File: src/rtl/gpio_port_pkg.sv
package gpio_port_pkg;

  localparam logic [1:0] ADDR_DATA = 2'd0;
  localparam logic [1:0] ADDR_CFG  = 2'd1;
  localparam logic [1:0] ADDR_PIN  = 2'd2;

  typedef enum logic [1:0] {
    SEL_DATA = 2'd0,
    SEL_CFG  = 2'd1,
    SEL_PIN  = 2'd2,
    SEL_NONE = 2'd3
  } rdSel_e;

  typedef struct packed {
    logic   wrData;
    logic   wrCfg;
    rdSel_e rdSel;
  } portStrobe_t;

endpackage

File: src/rtl/gpio_port_ctrl.sv
module gpio_port_ctrl
  import gpio_port_pkg::*;
#(
  parameter int WIDTH    = 8,
  parameter int HALT_BIT = 7
) (
  input  logic             clk,
  input  logic             rstN,
  input  logic [1:0]       regAddr,
  input  logic             regWrEn,
  input  logic [WIDTH-1:0] regWrData,
  output portStrobe_t      strobe,
  output logic             haltReq
);

  always_comb begin
    strobe.wrData = regWrEn && (regAddr == ADDR_DATA);
    strobe.wrCfg  = regWrEn && (regAddr == ADDR_CFG);
    unique case (regAddr)
      ADDR_DATA: strobe.rdSel = SEL_DATA;
      ADDR_CFG:  strobe.rdSel = SEL_CFG;
      ADDR_PIN:  strobe.rdSel = SEL_PIN;
      default:   strobe.rdSel = SEL_NONE;
    endcase
  end

  always_ff @(posedge clk or negedge rstN) begin
    if (!rstN) haltReq <= 1'b0;
    else       haltReq <= strobe.wrData && regWrData[HALT_BIT];
  end

  // a halt-bit write must produce the pulse on the next cycle
  a_r6_halt_follows_write: assert property (@(posedge clk) disable iff (!rstN)
    (regWrEn && regAddr == ADDR_DATA && regWrData[HALT_BIT]) |=> haltReq);

  // the pulse never appears without such a write
  a_r6_halt_needs_write: assert property (@(posedge clk) disable iff (!rstN)
    haltReq |-> $past(regWrEn && regAddr == ADDR_DATA && regWrData[HALT_BIT]));

endmodule

File: src/rtl/gpio_port_dp.sv
module gpio_port_dp
  import gpio_port_pkg::*;
#(
  parameter int               WIDTH           = 8,
  parameter int               SYNC_STAGES     = 2,
  parameter logic [WIDTH-1:0] INPUT_ONLY_MASK = 8'hC0
) (
  input  logic             clk,
  input  logic             rstN,
  input  portStrobe_t      strobe,
  input  logic [WIDTH-1:0] regWrData,
  output logic [WIDTH-1:0] regRdData,
  input  logic [WIDTH-1:0] pinIn,
  input  logic [WIDTH-1:0] altEn,
  input  logic [WIDTH-1:0] altOut,
  output logic [WIDTH-1:0] pinOe,
  output logic [WIDTH-1:0] pinOut,
  output logic [WIDTH-1:0] pinPullEn
);

  localparam logic [WIDTH-1:0] CFG_WRITABLE = ~INPUT_ONLY_MASK;

  logic [WIDTH-1:0] dataReg;
  logic [WIDTH-1:0] cfgReg;
  logic [WIDTH-1:0] syncQ [SYNC_STAGES];

  always_ff @(posedge clk or negedge rstN) begin
    if (!rstN) begin
      dataReg <= '0;
      cfgReg  <= '0;
    end else begin
      if (strobe.wrData) dataReg <= regWrData;
      if (strobe.wrCfg)  cfgReg  <= regWrData & CFG_WRITABLE;
    end
  end

  generate
    for (genvar s = 0; s < SYNC_STAGES; s++) begin : g_sync
      always_ff @(posedge clk or negedge rstN) begin
        if (!rstN)       syncQ[s] <= '0;
        else if (s == 0) syncQ[s] <= pinIn;
        else             syncQ[s] <= syncQ[(s > 0) ? s - 1 : 0];
      end
    end

    for (genvar p = 0; p < WIDTH; p++) begin : g_pin
      assign pinOe[p]     = cfgReg[p];
      assign pinPullEn[p] = !cfgReg[p] && dataReg[p];
      assign pinOut[p]    = altEn[p] ? altOut[p] : dataReg[p];
    end
  endgenerate

  always_comb begin
    unique case (strobe.rdSel)
      SEL_DATA: regRdData = dataReg;
      SEL_CFG:  regRdData = cfgReg;
      SEL_PIN:  regRdData = syncQ[SYNC_STAGES-1];
      default:  regRdData = '0;
    endcase
  end

  // input-only pins never drive
  a_r5_input_only_quiet: assert property (@(posedge clk) disable iff (!rstN)
    (pinOe & INPUT_ONLY_MASK) == '0);

  // a driving pin never also pulls up
  a_r4_pull_off_when_driving: assert property (@(posedge clk) disable iff (!rstN)
    (pinOe & pinPullEn) == '0);

  // a configuration write is visible after the capturing edge
  a_r9_cfg_write_lands: assert property (@(posedge clk) disable iff (!rstN)
    strobe.wrCfg |=> pinOe == ($past(regWrData) & CFG_WRITABLE));

  // data register holds when no data write happens
  a_r9_data_holds: assert property (@(posedge clk) disable iff (!rstN)
    !strobe.wrData |=> $stable(dataReg));

endmodule

File: src/rtl/gpio_port.sv
module gpio_port
  import gpio_port_pkg::*;
#(
  parameter int               WIDTH           = 8,
  parameter int               HALT_BIT        = 7,
  parameter int               SYNC_STAGES     = 2,
  parameter logic [WIDTH-1:0] INPUT_ONLY_MASK = 8'hC0
) (
  input  logic             clk,
  input  logic             rstN,
  input  logic [1:0]       regAddr,
  input  logic             regWrEn,
  input  logic [WIDTH-1:0] regWrData,
  output logic [WIDTH-1:0] regRdData,
  input  logic [WIDTH-1:0] pinIn,
  input  logic [WIDTH-1:0] altEn,
  input  logic [WIDTH-1:0] altOut,
  output logic [WIDTH-1:0] pinOe,
  output logic [WIDTH-1:0] pinOut,
  output logic [WIDTH-1:0] pinPullEn,
  output logic             haltReq
);

  portStrobe_t strobe;

  gpio_port_ctrl #(.WIDTH(WIDTH), .HALT_BIT(HALT_BIT)) u_ctrl (
    .clk       (clk),
    .rstN      (rstN),
    .regAddr   (regAddr),
    .regWrEn   (regWrEn),
    .regWrData (regWrData),
    .strobe    (strobe),
    .haltReq   (haltReq)
  );

  gpio_port_dp #(
    .WIDTH          (WIDTH),
    .SYNC_STAGES    (SYNC_STAGES),
    .INPUT_ONLY_MASK(INPUT_ONLY_MASK)
  ) u_dp (
    .clk       (clk),
    .rstN      (rstN),
    .strobe    (strobe),
    .regWrData (regWrData),
    .regRdData (regRdData),
    .pinIn     (pinIn),
    .altEn     (altEn),
    .altOut    (altOut),
    .pinOe     (pinOe),
    .pinOut    (pinOut),
    .pinPullEn (pinPullEn)
  );

endmodule

File: config.mk
export PLATFORM = sky130hd
export DESIGN_NAME = gpio_port
export DESIGN_NICKNAME = d
export VERILOG_FILES = /design/src/rtl/gpio_port_pkg.sv /design/src/rtl/gpio_port_ctrl.sv /design/src/rtl/gpio_port_dp.sv /design/src/rtl/gpio_port.sv
export SDC_FILE = /design/constraint.sdc
export NUM_CORES = 1
export LEC_CHECK = 0
export BUFFER_PORTS_ARGS = -buffer_cell sky130_fd_sc_hd__buf_2
export CORE_MARGIN = 5
export CORE_UTILIZATION = 46
export CTS_BUF_LIST = sky130_fd_sc_hd__clkbuf_4 sky130_fd_sc_hd__clkbuf_8
export CTS_CLUSTER_DIAMETER = 100
export DETAILED_ROUTE_END_ITERATION = 8
export MAX_ROUTING_LAYER = met4
export PLACE_DENSITY = 0.86
export SLEW_MARGIN = 20
export SYNTH_ARGS = -nofsm -noshare
export SYNTH_HDL_FRONTEND = slang
export SYNTH_SLANG_ARGS = --single-unit
File: constraint.sdc
create_clock -name clk -period 0.8 [get_ports clk]
set_input_delay 0.04 -clock clk [delete_from_list [all_inputs] [get_ports clk]]
set_output_delay 0.04 -clock clk [all_outputs]
set_load 0.02 [all_outputs]
# Word-level counts from Yosys, hierarchy flattened
# Index checks and enable logic that the tools add are counted.
[totals] elab_cells=36 reg_bits=31 output_inout_bits=33 in_bits=37
[op_classes] mux=10 n_eq_ne=4 n_reduce_logical=17
[ops] cell="$pmux W8 S3" count=1
[ops] cell="$logic_and A1 B1 Y1" count=9
[ops] cell="$mux W1" count=8
[ops] cell="$logic_not A1 Y1" count=6
[ops] cell="$pmux W2 S3" count=1
[ops] cell="$eq A2 B1 Y1 const B" count=2
[ops] cell="$eq A2 B2 Y1 const B" count=2
[ops] cell="$logic_not A2 Y1" count=2

# Depth between registers and ports, before layout
# Gate-level depths: netlist (run 1).
[logic_depth] depth_word=4 mapped_depth=3 ltp_nobuf=2

# Modules after synthesis
# Synthesis (run 1) repeated with hierarchy kept, for this count alone.
[unflattened] cells_unflattened=90 area_unflattened_um2=1376.3
[modules_own_cells] mod="gpio_port_dp" area_per_inst_um2=1313.8 n_inst=1 seq_area_each_um2=750.7 cells_each=84
[modules_own_cells] mod="gpio_port_ctrl" area_per_inst_um2=62.6 n_inst=1 seq_area_each_um2=25.0 cells_each=6

# Least setup slack after synthesis (run 1)
# OpenSTA, ideal clock, no wires.
[synth_path] path_type="input -> register" start="in regAddr[0]" end="reg u_dp.dataReg[0]" arrival_time_ns=0.750 setup_time_ns=0.125 path_slack_ns=-0.075 stages=2 required_ns=0.675 path_cell_list="nor3b_4 > mux2_2"
[synth_via] elab_chain_len=2
[synth_rtl] element="start, declared" line_no="gpio_port.sv:11" source="input logic [1:0] regAddr,"
[synth_rtl] element="$logic_not A2 Y1" line_no="gpio_port_ctrl.sv:17" source="strobe.wrData = regWrEn && (regAddr == ADDR_DATA);"
[synth_rtl] element="$logic_and A1 B1 Y1" line_no="gpio_port_ctrl.sv:17"
[synth_rtl] element="end signal, assigned" line_no="gpio_port_dp.sv:32" source="if (strobe.wrData) dataReg <= regWrData;"
[synth_rtl] element="end, declared" line_no="gpio_port_dp.sv:23" source="logic [WIDTH-1:0] dataReg;"
# Every way passes these cells.
# A chain may end at the register's enable or synchronous reset.

# Worst setup path after layout (run 1)
[layout_path] start="reg u_dp.dataReg[1]" end="out pinOut[1]"
[layout_via] elab_chain_len=1
[layout_rtl] element="$mux W1" line_no="gpio_port_dp.sv:49" source="assign pinOut[p] = altEn[p] ? altOut[p] : dataReg[p];"
[layout_rtl] element="end, declared" line_no="gpio_port.sv:19" source="output logic [WIDTH-1:0] pinOut,"
# Every way passes these cells.

==> out/qor_table.md, run 1 <==
| Parameter | Value | Unit |
|:---|:---|:---|
| Combined area of all synthesized cells | 0.00130 | mm^2 |
| Most common cell after layout, fill and taps aside | sky130_fd_sc_hd__buf_2 | - |
| Final-report hold violation count | 0 | - |
| Classification of the worst setup path | register to primary output | - |
| Final cycle utilization of the critical path | 159 | % |
| Capturing element type of the critical path | primary output | - |
| Clock tree from TritonCTS | yes | - |
| CTS root buf | sky130_fd_sc_hd__clkbuf_4 | - |
| Overall routed net length | 4110 | um |
| H-tree Lvls | 2 | - |
| Critical path launch point type | register | - |
| Core region area | 0.00273 | mm^2 |
| Number of global-route vias before repair | 1,177 | - |
| Post-synthesis instance total | 86 | - |
| Fin area | 0.00235 | mm^2 |
| Count of unique library cells instantiated by Yosys | 11 | - |
| Sequential fraction of the synthesis area | 59.6 | % |
| Highest net fanout along the worst path | 4 | - |
| Ant diodes | 0 | - |
| Leakage power | 1.17 | nW |
| Total Neg Setup Slack | -10.31 | ns |
| Clock transition at the registers of the reported paths | 0.10 | ns |
| ANT nets after route | 0 | - |
| Top-Level Pins | 70 | - |
| Violations in the final reports | setup timing | - |
| Setup ws final | -0.471 | ns |
| Input/output buffers | 67 | - |
| Placed Cells | 186 | - |
| Cell Chain, Critical Path | mux2_2 -> buf_6 | - |
| Arrival time at the worst endpoint | 1.23 | ns |
| Post-DR wirelength/cell | 18.7 | um |
| HPWL after detailed placement | 2460 | um |
| Shortest period the worst path allows | 1.27 | ns |
| Count of endpoints failing setup in the final report | 43 | - |
| Cell area power density | 2040 | mW/mm^2 |
| Clock latency reported for the late side of the worst-skew pair | 0.31 | ns |
| Total Die Area | 0.00400 | mm^2 |
| Number of non-filler instances in the completed layout | 220 | - |
| CTS Sinks | 31 | - |
| Biggest cell delay along the critical path | 0.45 | ns |
| Unrepaired setup endpoints after global routing | yes | - |
| TritonCTS Buffers | 5 | - |
| Antenna violations before repair | 0 | - |
| Status | finished with violations | - |
| Residual DRC count | 0 | - |
| Max-slew violation count | 0 | - |
| Number of synthesized register bits | 31 | - |
| Number of max-cap violations | 0 | - |
| Total via count after detailed routing | 1,098 | - |
| CP required | 0.76 | ns |
| Placer's final routability congestion estimate | 0.682 | - |
| Mean cell area of the mapped netlist | 15.1 | um^2 |
| Pwr Total | 4.78 | mW |
| Cell Area, Placed | 0.00180 | mm^2 |
| Longest Clk Path Bufs | 2 | - |
| Layout Utilization | 85.8 | % |
| Hold Crit Class | input pin to async pin | - |
| Post-Route Skew | 0.0140 | ns |
| Top library cells by usage in the layout, fill and taps aside | sky130_fd_sc_hd__buf_2 (37), sky130_fd_sc_hd__buf_6 (36), sky130_fd_sc_hd__dfrtp_1 (25) | - |
| GRT Overall Usage | 19.6 | % |
| Slowest CP cell | sky130_fd_sc_hd__dfrtp_1 | - |
| Count of standard-cell rows | 19 | - |
| Die X | 63.2 | um |
| Total Nets Final | 225 | - |
| First-pass GRT wire length | 5910 | um |
| Effective utilization at floorplan | 47.6 | % |
| Die outline height | 63.2 | um |
| Number of optimization iterations in the first detailed-route pass | 4 | - |
| Synthesis Warnings | 0 | - |
| Starting DRC count in detailed routing | 26 | - |
| Pin count of the biggest net entering global routing | 20 | - |
| Vias per inst | 4.99 | - |
| Highest achievable clock rate | 0.787 | GHz |
| Share of cells above drive strength 1 | 71.4 | % |
| Grt total ovfl | 0 | - |
| Area delta synth->final | 80.1 | % |
| Largest voltage drop on the vdd net | 1640 | uV |
cell usage after synthesis:
master / number / share of area, %
sky130_fd_sc_hd__dfrtp_1: 31 / 60
sky130_fd_sc_hd__mux2_2: 22 / 19
sky130_fd_sc_hd__mux2i_1: 8 / 6.1
sky130_fd_sc_hd__nor2b_1: 7 / 3.4
sky130_fd_sc_hd__buf_4: 6 / 3.5
sky130_fd_sc_hd__o2bb2ai_1: 6 / 4.0
sky130_fd_sc_hd__nor2_1: 2 / 0.58
sky130_fd_sc_hd__and2_2: 1 / 0.58
sky130_fd_sc_hd__conb_1: 1 / 0.29
sky130_fd_sc_hd__nand3b_4: 1 / 1.5
sky130_fd_sc_hd__nor3b_4: 1 / 1.4
cell type report:
class / instances / area (um^2)
Sequential cell: 31 / 783
Clock buffer: 7 / 58.8
Tap cell: 31 / 38.8
Timing Repair Buffer: 100 / 861
Fill cell: 119 / 388
Clock inverter: 1 / 5.00
Multi-Input combinational cell: 50 / 599
power by group:
part | internal, mW | switching, mW
Combinational | 1.08 | 0.759
Sequential | 1.75 | 0.227
Clock | 0.460 | 0.498
repair_timing:
item | in CTS | in global routing
setup buffers | 4 | 8
gates resized for setup | 64 | 11
setup endpoints to repair | 38 | 45
hold endpoints to repair | 54 | 0
hold buffers | 17 | 0
pin swaps | 6 | 0
worst max-delay path, delay by kind of cell, from the launching register on:
family / cells / cell delay, ns
multiplexers: 1 / 0.33
flip-flops: 1 / 0.45
buffers and inverters: 1 / 0.14
flip-flops by register name, summed over array words and instances, names as in the netlist:
signal	count
u_dp.syncQ	16
u_dp.dataReg	8
u_ctrl.haltReq	1
u_dp.pinOe	6
metal layers:
| metal | vias to the layer above | GRT usage (%) | part of all wire, % | wire length, um |
|---|---|---|---|---|
| met2 | 54 | 34.7 | 55 | 2260 |
| li1 | 500 | - | - | - |
| met1 | 534 | 20.3 | 35 | 1450 |
| met4 | 0 | 7.53 | 2.8 | 116 |
| met3 | 10 | 5.86 | 7.1 | 294 |
| met5 | - | - | 0 | 0 |
kinds of logic (layout without fill, tap and decap cells):
logic type             after synthesis  count (layout)  share of synthesized area, %
DFF                                 31              31                          59.6
muxes                               30              30                          25.2
and+or+nand+nor                     12              12                          7.49
AOI/OAI and AO/OA                    6               6                          4.03
buffers and inverters                6             108                          3.46
other                                1               2                         0.288
through the flow:
| stage | setup slack (ns) | hold slack, ns |
|---|---|---|
| floorplan | -0.0747 | -0.256 |
| global placement | -0.187 | -0.0586 |
| detailed placement | -0.217 | -0.0525 |
| CTS | -0.393 | 0.151 |
| global route | -0.521 | 0.168 |
| finish | -0.471 | 0.155 |
worst paths after layout:
path,depth (start not counted),end,slack (ns),from
setup / recovery,2,pinOut[1],-0.47,u_dp.dataReg[1]$_DFFE_PN0P_
hold / removal,2,u_dp.pinOe[2]$_DFFE_PN0P_,0.16,rstN
setup reg to reg,3,u_dp.dataReg[4]$_DFFE_PN0P_,-0.24,u_dp.dataReg[4]$_DFFE_PN0P_
max in group asynchronous,3,u_dp.syncQ[7]$_DFF_PN0_,0.23,rstN
min in group clk,4,u_dp.dataReg[1]$_DFFE_PN0P_,0.27,regAddr[0]
hold reg to reg,0,u_dp.syncQ[1]$_DFF_PN0_,0.34,u_dp.syncQ[9]$_DFF_PN0_
No activity file was read; power rests on OpenSTA's default activity.
==> run 2, diff against run 1 <==
--- a/config.mk
+++ b/config.mk
@@ -6,7 +6,8 @@
 export NUM_CORES = 1
 export LEC_CHECK = 0
 export BUFFER_PORTS_ARGS = -buffer_cell sky130_fd_sc_hd__buf_2
-export CORE_MARGIN = 5
+export CORE_ASPECT_RATIO = 1.4
+export CORE_MARGIN = 1.5
 export CORE_UTILIZATION = 46
 export CTS_BUF_LIST = sky130_fd_sc_hd__clkbuf_4 sky130_fd_sc_hd__clkbuf_8
 export CTS_CLUSTER_DIAMETER = 100
@@ -17,3 +18,4 @@
 export SYNTH_ARGS = -nofsm -noshare
 export SYNTH_HDL_FRONTEND = slang
 export SYNTH_SLANG_ARGS = --single-unit
+export TNS_END_PERCENT = 100
==> run 2 against run 1 <==
Against the previous run:
- the flow still finishes with violations (setup timing)
- sequential power is essentially flat
- sequential cell count unchanged
- fmax barely moved
- final cell count up 1.8%
- via count up 7.4%
- combinational power about the same
- core utilization up 1.6 points
- power grew 0.70%
- hold slack better by 0.038 ns
- worst setup slack hardly changed
- first-iteration DRC count increased by 50%
- sequential share of layout area is 0.16 points higher
- largest cell class unchanged
- highest routed layer unchanged
==> out/qor_table.md, run 2 (same netlist as run 1, synthesis figures left out) <==
| Parameter | Value | Unit | Delta |
|:---|:---|:---|:---|
| Cell Area, Placed | 0.00181 | mm^2 | +0.49% |
| CTS Sinks | 31 | - | unchanged |
| Effective utilization at floorplan | 48.8 | % | +1.1 points |
| Die X | 48.0 | um | -24% |
| Status | finished with violations | - |  |
| Starting DRC count in detailed routing | 39 | - | +50% |
| Total Nets Final | 224 | - | -0.44% |
| Die outline height | 66.0 | um | +4.4% |
| Antenna violations before repair | 0 | - | unchanged |
| Fin area | 0.00233 | mm^2 | -0.48% |
| Cell area power density | 2060 | mW/mm^2 | +1.2% |
| Overall routed net length | 4510 | um | +9.6% |
| ANT nets after route | 0 | - | unchanged |
| Slowest CP cell | sky130_fd_sc_hd__dfrtp_1 | - |  |
| Placer's final routability congestion estimate | 0.733 | - | +7.5% |
| Count of standard-cell rows | 22 | - | +3 |
| Cell Chain, Critical Path | mux2_4 -> buf_6 | - |  |
| Total via count after detailed routing | 1,179 | - | +7.4% |
| Core region area | 0.00267 | mm^2 | -2.3% |
| Shortest period the worst path allows | 1.27 | ns | -0.000177 ns |
| Clock transition at the registers of the reported paths | 0.10 | ns | about the same |
| Hold Crit Class | input pin to async pin | - |  |
| Number of optimization iterations in the first detailed-route pass | 4 | - | unchanged |
| Layout Utilization | 87.4 | % | +1.6 points |
| Most common cell after layout, fill and taps aside | sky130_fd_sc_hd__buf_2 | - |  |
| Number of global-route vias before repair | 1,320 | - | +12% |
| Total Neg Setup Slack | -11.64 | ns | -1.33 ns |
| Ant diodes | 0 | - | unchanged |
| First-pass GRT wire length | 6440 | um | +9.1% |
| CP required | 0.76 | ns | about the same |
| Clock tree from TritonCTS | yes | - |  |
| Count of endpoints failing setup in the final report | 45 | - | +4.7% |
| Max-slew violation count | 0 | - | unchanged |
| Setup ws final | -0.471 | ns | +0.000177 ns |
| Biggest cell delay along the critical path | 0.46 | ns | about the same |
| Top library cells by usage in the layout, fill and taps aside | sky130_fd_sc_hd__buf_2 (37), sky130_fd_sc_hd__buf_6 (32), sky130_fd_sc_hd__dfrtp_1 (25) | - |  |
| Input/output buffers | 67 | - | unchanged |
| H-tree Lvls | 2 | - | unchanged |
| Post-Route Skew | 0.000808 | ns | -0.0132 ns |
| Pin count of the biggest net entering global routing | 32 | - | +60% |
| Highest achievable clock rate | 0.787 | GHz | about the same |
| Area delta synth->final | 79.3 | % |  |
| Residual DRC count | 0 | - | unchanged |
| Largest voltage drop on the vdd net | 1600 | uV | -2.5% |
| TritonCTS Buffers | 5 | - | unchanged |
| Critical path launch point type | register | - |  |
| Leakage power | 1.17 | nW | +0.27% |
| CTS root buf | sky130_fd_sc_hd__clkbuf_4 | - |  |
| Number of max-cap violations | 0 | - | unchanged |
| Longest Clk Path Bufs | 2 | - | unchanged |
| Capturing element type of the critical path | primary output | - |  |
| Violations in the final reports | setup timing | - |  |
| Total Die Area | 0.00316 | mm^2 | -21% |
| Unrepaired setup endpoints after global routing | yes | - |  |
| Share of cells above drive strength 1 | 71.8 | % | +0.38 points |
| HPWL after detailed placement | 2250 | um | -8.4% |
| Pwr Total | 4.81 | mW | +0.70% |
| Final-report hold violation count | 0 | - | unchanged |
| Grt total ovfl | 0 | - | unchanged |
| Arrival time at the worst endpoint | 1.23 | ns | about the same |
| Vias per inst | 5.26 | - | +5.5% |
| Final cycle utilization of the critical path | 159 | % | about the same |
| Post-DR wirelength/cell | 20.1 | um | +7.6% |
| Max reg flops | 16 | - | unchanged |
| Classification of the worst setup path | register to primary output | - |  |
| Clock latency reported for the late side of the worst-skew pair | 0.33 | ns | +0.02 ns |
| Register with the highest flop count | u_dp.syncQ | - |  |
| Top-Level Pins | 70 | - | unchanged |
| Post-placement setup slack | -0.207 | ns | +0.0103 ns |
| GRT Overall Usage | 31.2 | % | +12 points |
| Highest net fanout along the worst path | 4 | - | unchanged |
==> run 2: final cells by class <==
cell class / instances / area, um^2
clock buffers: 7 / 52.6
clock inverters: 1 / 5.00
well taps: 36 / 45.0
repair buffers: 99 / 826
multi-input cells: 50 / 623
flip-flops and latches: 31 / 783
fillers: 110 / 335
==> run 2: worst max-delay path, delay by kind of cell, from the launching register on <==
kind,cells,cell delay [ns]
DFF,1,0.46
buffers and inverters,1,0.13
muxes,1,0.31
==> run 2: final timing paths <==
kind                       slack [ns]                   endpoint                   startpoint  cells after the start
min in group clk                 0.25   u_ctrl.haltReq$_DFF_PN0_                   regAddr[0]                      4
max reg2reg                     -0.17  u_dp.pinOe[5]$_DFFE_PN0P_    u_dp.pinOe[5]$_DFFE_PN0P_                      2
max                             -0.47                  pinOut[4]  u_dp.dataReg[4]$_DFFE_PN0P_                      2
min reg2reg                      0.36    u_dp.syncQ[2]$_DFF_PN0_     u_dp.syncQ[10]$_DFF_PN0_                      0
max in group asynchronous        0.43  u_dp.pinOe[1]$_DFFE_PN0P_                         rstN                      3
min                              0.19   u_ctrl.haltReq$_DFF_PN0_                         rstN                      3
==> run 2: report_power, final <==
part	total, mW	switching (mW)	leakage [nW]	internal [mW]
Clock	0.968	0.558	0.0361	0.410
Sequential	2.01	0.252	0.360	1.75
Combinational	1.84	0.782	0.773	1.06
==> run 2: repair_timing <==
action | 4_1_cts | 5_1_grt
resized for setup | 65 | 11
setup buffers | 2 | 5
hold endpoints to repair | 54 | 0
hold buffers | 17 | 0
pin swaps | 6 | 0
endpoints found under the setup margin | 40 | 45
==> run 2: through the flow <==
stage	hold slack, ns	std cells
4_1_cts	0.158	220
5_1_grt	0.197	224
6_report	0.193	224
3_5_place_dp	0.00582	193
3_3_place_gp	-0.00384	193
2_1_floorplan	-0.256	87
==> run 2: metal layers <==
| layer | part of all wire [%] | up-vias | GRT usage [%] |
|---|---|---|---|
| met3 | 5.9 | 22 | 4.92 |
| met2 | 53 | 72 | 50.3 |
| met5 | 0 | - | - |
| met1 | 37 | 588 | 37.1 |
| met4 | 4.1 | 0 | 14.2 |
| li1 | - | 497 | - |
